--- src/rtl/qt_pkg.sv ---
package qt_pkg;
    localparam int SAMPLE_W   = 10;
    localparam int KMAX       = 4;
    localparam int PED_LEN    = 8;
    localparam int MAX_HIT    = 32;
    localparam int IDX_W      = 16;
    localparam int QB         = 3;
    localparam int FINE_STEPS = 10;

    localparam int PED_SH   = $clog2(PED_LEN);
    localparam int HIST_LEN = (PED_LEN > KMAX) ? PED_LEN : KMAX;
    localparam int K_W      = $clog2(KMAX) + 1;
    localparam int DOS_W    = SAMPLE_W + 1;
    localparam int LEN_W    = $clog2(MAX_HIT + 1);
    localparam int ACC_W    = SAMPLE_W + LEN_W;
    localparam int PSUM_W   = SAMPLE_W + PED_SH;
    localparam int CHG_W    = ACC_W + 1;
    localparam int FINE_W   = $clog2(FINE_STEPS);
    localparam int SH_W     = $clog2(SAMPLE_W + 1);

    typedef logic [SAMPLE_W-1:0] sample_t;

    // one closed hit, handed from the tracker to the finishing stage
    typedef struct packed {
        logic              vld;
        logic              ovf;
        logic [ACC_W-1:0]  acc;
        logic [LEN_W-1:0]  len;
        logic [PSUM_W-1:0] ped;
        logic [IDX_W-1:0]  pidx;
        sample_t           peak;
        sample_t           left;
        sample_t           right;
    } hit_rec_t;
endpackage

--- src/rtl/qt_hist.sv ---
module qt_hist
    import qt_pkg::*;
(
    input  logic                    clk,
    input  logic                    rst_n,
    input  logic                    in_valid,
    input  logic [SAMPLE_W-1:0]     in_sample,
    input  logic [K_W-1:0]          dos_k,
    output logic signed [DOS_W-1:0] dos,
    output logic [PSUM_W-1:0]       ped_sum,
    output logic [SAMPLE_W-1:0]     prev_sample
);
    typedef struct packed {
        sample_t [HIST_LEN-1:0] line;   // line[0] is the newest past sample
        logic [PSUM_W-1:0]      sum;    // sum of line[0..PED_LEN-1]
    } hist_st_t;

    hist_st_t s_d, s_q;
    logic [K_W-1:0] k_eff;
    sample_t        delayed;

    always_comb begin
        k_eff = dos_k;
        if (dos_k == '0) begin
            k_eff = K_W'(1);
        end else if (dos_k > K_W'(KMAX)) begin
            k_eff = K_W'(KMAX);
        end
        delayed = s_q.line[k_eff - K_W'(1)];
        dos     = $signed({1'b0, in_sample}) - $signed({1'b0, delayed});

        s_d = s_q;
        if (in_valid) begin
            s_d.line = {s_q.line[HIST_LEN-2:0], in_sample};
            s_d.sum  = s_q.sum + PSUM_W'(in_sample) - PSUM_W'(s_q.line[PED_LEN-1]);
        end
    end

    always_ff @(posedge clk) begin
        if (!rst_n) begin
            s_q <= '0;
        end else begin
            s_q <= s_d;
        end
    end

    assign ped_sum     = s_q.sum;
    assign prev_sample = s_q.line[0];


    hist_hold_chk: assert property (@(posedge clk) disable iff (!rst_n)
        !in_valid |=> ($stable(ped_sum) && $stable(prev_sample)));
endmodule

--- src/rtl/qt_track.sv ---
module qt_track
    import qt_pkg::*;
(
    input  logic                    clk,
    input  logic                    rst_n,
    input  logic                    in_valid,
    input  logic [SAMPLE_W-1:0]     in_sample,
    input  logic signed [DOS_W-1:0] dos,
    input  logic signed [DOS_W-1:0] dos_thr,
    input  logic [PSUM_W-1:0]       ped_sum,
    input  logic [SAMPLE_W-1:0]     prev_sample,
    output hit_rec_t                rec
);
    typedef struct packed {
        logic              in_hit;
        logic              prev_above;
        logic              rpend;      // peak is the newest hit sample
        logic [IDX_W-1:0]  idx;
        logic [ACC_W-1:0]  acc;
        logic [LEN_W-1:0]  len;
        logic [PSUM_W-1:0] ped;
        logic [IDX_W-1:0]  pidx;
        sample_t           peak;
        sample_t           left;
        sample_t           right;
        hit_rec_t          rec;
    } trk_st_t;

    trk_st_t s_d, s_q;
    logic    above;

    always_comb begin
        above = dos > dos_thr;
        s_d = s_q;
        s_d.rec.vld = 1'b0;
        if (in_valid) begin
            s_d.idx        = s_q.idx + IDX_W'(1);
            s_d.prev_above = above;
            if (s_q.in_hit) begin
                if (above && (s_q.len < LEN_W'(MAX_HIT))) begin
                    s_d.acc = s_q.acc + ACC_W'(in_sample);
                    s_d.len = s_q.len + LEN_W'(1);
                    if (in_sample > s_q.peak) begin
                        s_d.peak  = in_sample;
                        s_d.pidx  = s_q.idx;
                        s_d.left  = prev_sample;
                        s_d.rpend = 1'b1;
                    end else if (s_q.rpend) begin
                        s_d.right = in_sample;
                        s_d.rpend = 1'b0;
                    end
                end else begin
                    s_d.in_hit    = 1'b0;
                    s_d.rpend     = 1'b0;
                    s_d.rec.vld   = 1'b1;
                    s_d.rec.ovf   = above;
                    s_d.rec.acc   = s_q.acc;
                    s_d.rec.len   = s_q.len;
                    s_d.rec.ped   = s_q.ped;
                    s_d.rec.pidx  = s_q.pidx;
                    s_d.rec.peak  = s_q.peak;
                    s_d.rec.left  = s_q.left;
                    s_d.rec.right = s_q.rpend ? in_sample : s_q.right;
                end
            end else if (above && !s_q.prev_above) begin
                s_d.in_hit = 1'b1;
                s_d.acc    = ACC_W'(in_sample);
                s_d.len    = LEN_W'(1);
                s_d.ped    = ped_sum;
                s_d.pidx   = s_q.idx;
                s_d.peak   = in_sample;
                s_d.left   = prev_sample;
                s_d.right  = '0;
                s_d.rpend  = 1'b1;
            end
        end
    end

    always_ff @(posedge clk) begin
        if (!rst_n) begin
            s_q <= '0;
        end else begin
            s_q <= s_d;
        end
    end

    assign rec = s_q.rec;


    hit_len_chk: assert property (@(posedge clk) disable iff (!rst_n)
        s_q.in_hit |-> (s_q.len != '0 && s_q.len <= LEN_W'(MAX_HIT)));


    close_gap_chk: assert property (@(posedge clk) disable iff (!rst_n)
        rec.vld |=> !rec.vld);


    rearm_chk: assert property (@(posedge clk) disable iff (!rst_n)
        $rose(s_q.in_hit) |-> !$past(s_q.prev_above));
endmodule

--- src/rtl/qt_finish.sv ---
module qt_finish
    import qt_pkg::*;
(
    input  logic                    clk,
    input  logic                    rst_n,
    input  hit_rec_t                rec,
    output logic                    pulse_valid,
    output logic signed [CHG_W-1:0] pulse_charge,
    output logic [IDX_W-1:0]        pulse_coarse,
    output logic [FINE_W-1:0]       pulse_fine,
    output logic                    pulse_ovf
);
    localparam int LUT_N = 2 ** (2 * QB);
    localparam int NUM_W = ACC_W + PED_SH + 2;

    function automatic logic [LUT_N*FINE_W-1:0] build_lut();
        logic [LUT_N*FINE_W-1:0] t;
        int qa, qb, s, f;
        t = '0;
        for (int i = 0; i < LUT_N; i++) begin
            qa = i >> QB;
            qb = i % (2 ** QB);
            s  = qa + qb;
            if (s == 0) begin
                f = FINE_STEPS / 2;
            end else begin
                f = (2 * FINE_STEPS * qa + s) / (2 * s);
                if (f > FINE_STEPS - 1) f = FINE_STEPS - 1;
            end
            t[i*FINE_W +: FINE_W] = FINE_W'(f);
        end
        return t;
    endfunction

    localparam logic [LUT_N*FINE_W-1:0] FINE_LUT = build_lut();

    typedef struct packed {
        logic                    vld;
        logic                    ovf;
        logic signed [CHG_W-1:0] charge;
        logic [IDX_W-1:0]        coarse;
        logic [FINE_W-1:0]       fine;
    } out_st_t;

    out_st_t s_d, s_q;
    logic [NUM_W-1:0]        scaled_acc, ped_part;
    logic signed [NUM_W-1:0] num;
    sample_t                 drop_l, drop_r, mag;
    logic [SH_W-1:0]         shamt;
    logic [QB-1:0]           qa, qb;
    logic [2*QB-1:0]         addr;

    always_comb begin
        scaled_acc = NUM_W'(rec.acc) << PED_SH;
        ped_part   = NUM_W'(rec.len) * NUM_W'(rec.ped);
        num        = $signed(scaled_acc - ped_part);

        drop_l = (rec.peak > rec.left)  ? rec.peak - rec.left  : '0;
        drop_r = (rec.peak > rec.right) ? rec.peak - rec.right : '0;
        mag    = drop_l | drop_r;
        shamt  = '0;
        for (int i = 0; i < SAMPLE_W; i++) begin
            if (mag[i]) begin
                if (i >= QB) begin
                    shamt = SH_W'(i - QB + 1);
                end else begin
                    shamt = '0;
                end
            end
        end
        qa   = QB'(drop_l >> shamt);
        qb   = QB'(drop_r >> shamt);
        addr = {qa, qb};

        s_d     = s_q;
        s_d.vld = rec.vld;
        if (rec.vld) begin
            s_d.ovf    = rec.ovf;
            s_d.charge = CHG_W'(num >>> PED_SH);
            s_d.coarse = rec.pidx;
            s_d.fine   = FINE_LUT[int'(addr)*FINE_W +: FINE_W];
        end
    end

    always_ff @(posedge clk) begin
        if (!rst_n) begin
            s_q <= '0;
        end else begin
            s_q <= s_d;
        end
    end

    assign pulse_valid  = s_q.vld;
    assign pulse_charge = s_q.charge;
    assign pulse_coarse = s_q.coarse;
    assign pulse_fine   = s_q.fine;
    assign pulse_ovf    = s_q.ovf;


    fine_range_chk: assert property (@(posedge clk) disable iff (!rst_n)
        pulse_valid |-> (pulse_fine < FINE_W'(FINE_STEPS)));


    rec_latency_chk: assert property (@(posedge clk) disable iff (!rst_n)
        pulse_valid |-> $past(rec.vld));


    field_hold_chk: assert property (@(posedge clk) disable iff (!rst_n)
        !pulse_valid |-> ($stable(pulse_charge) && $stable(pulse_coarse)
                          && $stable(pulse_fine) && $stable(pulse_ovf)));
endmodule

--- src/rtl/qt_pulse_extract.sv ---
module qt_pulse_extract
    import qt_pkg::*;
(
    input  logic                    clk,
    input  logic                    rst_n,
    input  logic                    in_valid,
    input  logic [SAMPLE_W-1:0]     in_sample,
    input  logic [K_W-1:0]          dos_k,
    input  logic signed [DOS_W-1:0] dos_thr,
    output logic                    pulse_valid,
    output logic signed [CHG_W-1:0] pulse_charge,
    output logic [IDX_W-1:0]        pulse_coarse,
    output logic [FINE_W-1:0]       pulse_fine,
    output logic                    pulse_ovf
);
    logic signed [DOS_W-1:0] dos;
    logic [PSUM_W-1:0]       ped_sum;
    logic [SAMPLE_W-1:0]     prev_sample;
    hit_rec_t                rec;

    qt_hist u_hist (
        .clk         (clk),
        .rst_n       (rst_n),
        .in_valid    (in_valid),
        .in_sample   (in_sample),
        .dos_k       (dos_k),
        .dos         (dos),
        .ped_sum     (ped_sum),
        .prev_sample (prev_sample)
    );

    qt_track u_track (
        .clk         (clk),
        .rst_n       (rst_n),
        .in_valid    (in_valid),
        .in_sample   (in_sample),
        .dos         (dos),
        .dos_thr     (dos_thr),
        .ped_sum     (ped_sum),
        .prev_sample (prev_sample),
        .rec         (rec)
    );

    qt_finish u_finish (
        .clk          (clk),
        .rst_n        (rst_n),
        .rec          (rec),
        .pulse_valid  (pulse_valid),
        .pulse_charge (pulse_charge),
        .pulse_coarse (pulse_coarse),
        .pulse_fine   (pulse_fine),
        .pulse_ovf    (pulse_ovf)
    );
endmodule

--- config.mk ---
export PLATFORM = sky130hd
export DESIGN_NAME = qt_pulse_extract
export DESIGN_NICKNAME = d
export VERILOG_FILES = /design/src/rtl/qt_pkg.sv /design/src/rtl/qt_hist.sv /design/src/rtl/qt_track.sv /design/src/rtl/qt_finish.sv /design/src/rtl/qt_pulse_extract.sv
export SDC_FILE = /design/constraint.sdc
export NUM_CORES = 1
export LEC_CHECK = 0
export BUFFER_PORTS_ARGS = -buffer_cell sky130_fd_sc_hd__buf_2
export CORE_MARGIN = 8
export CORE_UTILIZATION = 68
export CTS_CLUSTER_DIAMETER = 100
export DETAILED_ROUTE_END_ITERATION = 16
export GPL_ROUTABILITY_DRIVEN = 0
export PLACE_DENSITY_LB_ADDON = 0.12
export SLEW_MARGIN = 20
export SYNTH_ARGS = -nofsm -noshare
export SYNTH_HDL_FRONTEND = slang
export SYNTH_HIERARCHICAL = 1
export SYNTH_SLANG_ARGS = --single-unit
--- constraint.sdc ---
create_clock -name clk -period 11.7 [get_ports clk]
set_clock_uncertainty 0.15 [all_clocks]
set_input_delay 2.925 -clock clk [delete_from_list [all_inputs] [get_ports clk]]
set_output_delay 2.925 -clock clk [all_outputs]
set_load 0.02 [all_outputs]
Yosys cells after proc, flatten, opt, wreduce, memory -nomap -nowiden --
Cells that the tools add are included. Widths: inputs -> output; s select.
Storage, ports and cells: memory bits (writable) 0, register bits after elaboration 315, memories kept 0, latch bits 0, output and inout bits 39, word-level logic and storage cells 102, ROM bits 0
Operators by class: bitwise operators 3, muxes and demuxes 29, reductions and logical operators 12, div/mod/pow operators 0, shifts and indexed selects 3, add/sub/neg operators 10, $mul 1, eq/ne operators 3, $lt $le $gt $ge 7
Operators by type and width (count):
- $shiftx 256x9->4 const A | 1
- $mux 46 | 2
- $mux 83 | 1
- $mux 81 | 1
- $mux 10 | 5
- $mux 22 | 2
- $mux 36 | 1
- $bmux 10 s3 | 1
- $gt 10x10->1 | 3
- $shr 10x3->3 | 2
- $sub 10x10->10 | 2
- $sub 19x19->20 | 1
- $mul 6x13->19 | 1
- $mux 3 | 6
- $add 16x1->16 const B | 1
- $add 16x10->16 | 1
- $add 13x10->13 | 1
- $sub 13x10->13 | 1
- $reduce_and 3->1 | 4
- $gt 11x11->1 | 1
- $sub 10x10->11 | 1
- $or 10x10->10 | 1
- $mux 1 | 8
- $reduce_and 4->1 | 2
- other kinds (13) | 18

Longest topological paths before layout --
depth after elaboration 12, depth in mapped cells 27, gate-level depth less buffers 24

By module --
Netlist, hierarchy kept.
Modules (own cells, without submodules):
- qt_track | sequential area each 3663.5 µm², area an instance 8446.9 µm², cells each 982, times used 1
- qt_finish | sequential area each 780.7 µm², area an instance 6383.6 µm², cells each 759, times used 1
- qt_hist | sequential area each 1861.8 µm², area an instance 5539.1 µm², cells each 541, times used 1

Worst setup path after synthesis --
OpenSTA, ideal clock, no wires.
path kind in2reg, start point input port dos_k[0], end point register u_track/s_q[134] (netlist bit), buffers on the path 4, arrival time 8290 ps, required time 11422 ps, slack 3132 ps, cell stages on the path 23, library setup time 128 ps, cell sequence inv_1 > a21oi_1 > buf_2 > inv_1 > ha_1 > buf_2 > clkbuf_1 > mux4_2 > mux2i_1 > ha_1 > or4_1 > o21ai_0 > a21oi_1 > or4_1 > nand3_1 > ha_1 > and4_1 > a2111oi_4 > mux2_2 > nor3b_4 > buf_6 > mux2i_1 > nor2_1
Between the ends: word-level cells in the longest chain between the ends 10, elaborated cells on any way between the ends 11, classes of those cells add/sub (2); order compare (2); mux (4); reduce/logical (3)
RTL lines:
- start: declaration | RTL line qt_pulse_extract.sv:8 | input logic [K_W-1:0] dos_k,
- $gt 3x3->1 | RTL line qt_hist.sv:26 | end else if (dos_k > K_W'(KMAX)) begin
- $mux 3 | RTL line qt_hist.sv:26
- $mux 3 (*) | RTL line qt_hist.sv:24 | if (dos_k == '0) begin
- $sub 3x1->3 (*) | RTL line qt_hist.sv:29 | delayed = s_q.line[k_eff - K_W'(1)];
- $bmux 10 s3 (*) | RTL line qt_hist.sv:29
- $mux 10 (not written as such) (*) | RTL line qt_hist.sv:29
- $sub 10x10->11 (*) | RTL line qt_hist.sv:30 | dos = $signed({1'b0, in_sample}) - $signed({1'b0, delayed});
- via dos[9] | RTL line qt_pulse_extract.sv:16 | logic signed [DOS_W-1:0] dos;
- $gt 11x11->1 (*) | RTL line qt_track.sv:33 | above = dos > dos_thr;
- $logic_and 1x1->1 (*) | RTL line qt_track.sv:65 | end else if (above && !s_q.prev_above) begin
- $reduce_and 3->1 (no source line) (*)
- end signal: assignment | RTL line qt_track.sv:81 | s_q <= '0;
- end signal: assignment | RTL line qt_track.sv:83 | s_q <= s_d;
- end: declaration | RTL line qt_track.sv:29 | trk_st_t s_d, s_q;
Mark *: on every way through the listed nets, which the timed path passes. The rest lies on a longest branch. The select of a mux whose other input is x is not followed. A chain may end at the register's enable or synchronous reset.

Worst setup path after layout --
start point input port dos_k[1], end point register u_track.s_q (netlist bit u_track/rec[69])
Between the ends: word-level cells in the longest chain between the ends 11, elaborated cells on any way between the ends 12, classes of those cells add/sub (2); order compare (2); mux (4); bitwise (1); reduce/logical (3)
RTL lines:
- $gt 3x3->1 | RTL line qt_hist.sv:26
- $mux 3 | RTL line qt_hist.sv:26
- $mux 3 (*) | RTL line qt_hist.sv:24
- $sub 3x1->3 (*) | RTL line qt_hist.sv:29
- $bmux 10 s3 (*) | RTL line qt_hist.sv:29
- $mux 10 (not written as such) (*) | RTL line qt_hist.sv:29
- $sub 10x10->11 (*) | RTL line qt_hist.sv:30
- via dos[8] | RTL line qt_pulse_extract.sv:16
- $gt 11x11->1 (*) | RTL line qt_track.sv:33
- $logic_and 1x1->1 (*) | RTL line qt_track.sv:40 | if (above && (s_q.len < LEN_W'(MAX_HIT))) begin
- $not 1->1 (no source line) (*)
- $reduce_and 3->1 (no source line) (*)
Marks and branches as above.

==> flow_summary.ini <==
[detailed_routing]
vias_per_cell = 5.859
wirelength_mm = 44.73
drt_iter0_markers = 1119
drt-wirelength-per-cell_microns = 17.18
drtAntennaViolNets = 0
drt_pre_antenna_iters = 7
routed-via-count = 15251
drc = 0

[placement]
hpwl_mm = 32.24
dpl_cell_area_sq_um = 20030
port_buffers = 65
dpl.cell_count = 2544

[sta]
rsz0062_at_grt = false
slew_viol_final = 0
tightest_slew_ns = 0.9351
fin_hold_ws_ns = 0.3038
relSlewSlack = 0.3759
setup_viol = 0
hold_viol = 0
period_share = 0.8197
finalSetupTns_ns = 0
max_freq_mhz = 104.3
fin_crit_ns = 9.590

[job]
maxCapViolCount = 0

[cts]
cts.repair.resized = 0
cts_sinks = 315
cts_setup_buffers = 0
numCtsBuffers = 34
insertion_delay_ns = 0.51
ctsHoldBuffers = 0
cts.htree.levels = 2
cts-root-buf = clkbuf_16
cts.clk_slew.worst_paths_ns = 0.06
cts_tree = built
clockBufferDepth = 3

[power_and_ir_drop]
seqPwrFrac = 0.372
pwr-share-clk = 0.357
p_total_mw = 3.132
leakage_nw = 8.585
switching_share = 0.3135
p_comb_frac = 0.270
cell_internal_pwr_mw = 2.150
p_sw_uw = 982.0
p_per_area_nw_per_um2 = 147.8
ir_drop_mv = 0.1854

[worst_hold_path]
hp-class = flip-flop to flip-flop

[outcome]
status = finished clean

[synth]
seq_area_frac_synth = 0.3096
synth-seq-cells = 315
yosys-top-cells-area = dfxtp_1 (31%), mux2i_1 (9.6%), ha_1 (7.4%)
ys.flop_type = dfxtp_1
syn_area_per_cell_sq_um = 8.926
synth-edff-count = 0
synth_cells = 2282
ys.warnings.count = 6
syn_nets = 2503
syn_area_sq_um = 20370
synth_commonest_cells = dfxtp_1 (315), nand2_1 (265), mux2i_1 (196)
synth_area_leader_cell = dfxtp_1
synthArstFlopShare = 0
synth.most_common_cell = dfxtp_1
synthDistinctLibCells = 95
synth_top_area_frac = 0.3096

[worst_setup_path]
path_common_cell = ha_1
max_stage_delay_ns = 0.89
crit_slowest_cell = ha_1
rrSetupSlack_ns = 5.79
cp_max_fo = 46
cp.arrival_ns = 9.87
start_kind = primary input
crit_family = compound AO/OA/AOI/OAI gates
critical_path_class = primary input to flip-flop
required_ns = 11.98
critPathCaptureType = flip-flop
critPathBufInv = 5

[cells_and_area]
fin_cells = 2603
fill_cells = 2275
syn2layout_area_growth_pct = 4.073
diodes = 0
drive_gt1_frac = 0.08766
layout.nets = 2411
stdcell_area_sq_um = 21200
regArea_sq_um = 6307
multi_input_area_sq_um = 12100

[grt]
grt_pass1_vias = 14993
antenna_found_initial = 0
grt_max_degree = 84
grt_overflow = 0
grt_util_all_layers = 0.2474
grt_pass1_wl_mm = 74.64

[floorplanning]
die_area_sq_um = 35750
rows = 63
core_sq_um = 29560
dieWidth_microns = 189.1
ios = 66
die_h_microns = 189.1
start_util = 0.6891
-- layout make-up --
class / instances / area share
sequential: 315 / 0.2975
clock inverter: 10 / 0.009266
clock buffer: 49 / 0.04568
inverter: 190 / 0.03400
multi-input combinational: 1572 / 0.5707
tap: 390 / 0.02302
timing repair buffer: 77 / 0.01983
-- power by group through the flow --
stage	Clock (mW)	Sequential (mW)	Combinational (mW)
3_5_place_dp	0	1.19	0.831
6_report	1.12	1.17	0.847
4_1_cts	1.14	1.16	0.837
3_3_place_gp	0	1.19	0.805
2_1_floorplan	0	1.16	0.715
5_1_grt	1.18	1.17	0.936
-- state kept, by name (all words and copies together), names as in the netlist --
name,cells
u_finish/pulse_charge,17
u_track/s_q,100
u_track/rec,83
u_hist/s_q,70
u_finish/pulse_ovf,1
u_finish/pulse_valid,1
u_hist/ped_sum,13
u_finish/pulse_fine,4
u_finish/pulse_coarse,16
u_hist/prev_sample,10
-- layout by cell type (no fill, tap or decap), drive strengths merged, types with 13 or more instances in the layout --
master,Yosys,final
dfxtp,315,315
nand2,265,265
mux2i,197,197
inv,189,191
nor2,142,142
a21oi,135,135
nor2b,130,130
ha,120,120
buf,153,77
fa,74,74
o21ai,61,61
and2,50,50
clkbuf,52,49
nand3,34,34
xnor2,31,31
xor2,29,29
a211oi,27,27
a21o,24,24
mux4,20,20
and3,17,17
nor3,17,17
nand2b,16,16
nand4,14,14
o211ai,14,14
a221oi,13,13
-- worst min-delay path, stage by stage (launching register included) --
cell and delay (ns):
dfxtp_1 0.31, nand2_1 0.05, a21oi_1 0.05
-- worst paths after layout --
check | start | endpoint | cells past startpoint
min reg2reg | u_track/rec[37] | u_track/rec[37] | 2
min | u_track/rec[37] | u_track/rec[37] | 2
max reg2reg | u_hist/s_q[83] | u_track/rec[69] | 20
max | dos_k[1] | u_track/rec[69] | 25
-- metrics by stage --
step	worst slack [ns]	util
final	2.110	0.7172
after floorplan	3.132	-
after detailed placement	1.667	0.6778
after global placement	1.901	0.6778
after CTS	2.181	0.7172
after global routing	1.654	0.7172
-- metal layers --
| layer | share of wire | track usage | wire, microns | up-vias |
|---|---|---|---|---|
| li1 | - | - | - | 7457 |
| met1 | 0.46 | 0.3326 | 20640 | 7311 |
| met2 | 0.47 | 0.4101 | 20840 | 418 |
| met3 | 0.050 | 0.03330 | 2220 | 65 |
| met4 | 0.023 | 0.07396 | 1026 | 0 |
| met5 | 0 | 0 | 0 | - |
-- kinds of logic after synthesis --
group	count (synthesis)	synth area share
adders and majority gates	194	0.1464
muxes	222	0.1221
AOI/OAI and AO/OA	371	0.1222
xor gates and xnor gates	60	0.02617
buffers and inverters	395	0.09871
and+or+nand+nor	725	0.1748
DFF	315	0.3096
(Power assumes the default switching activity.)
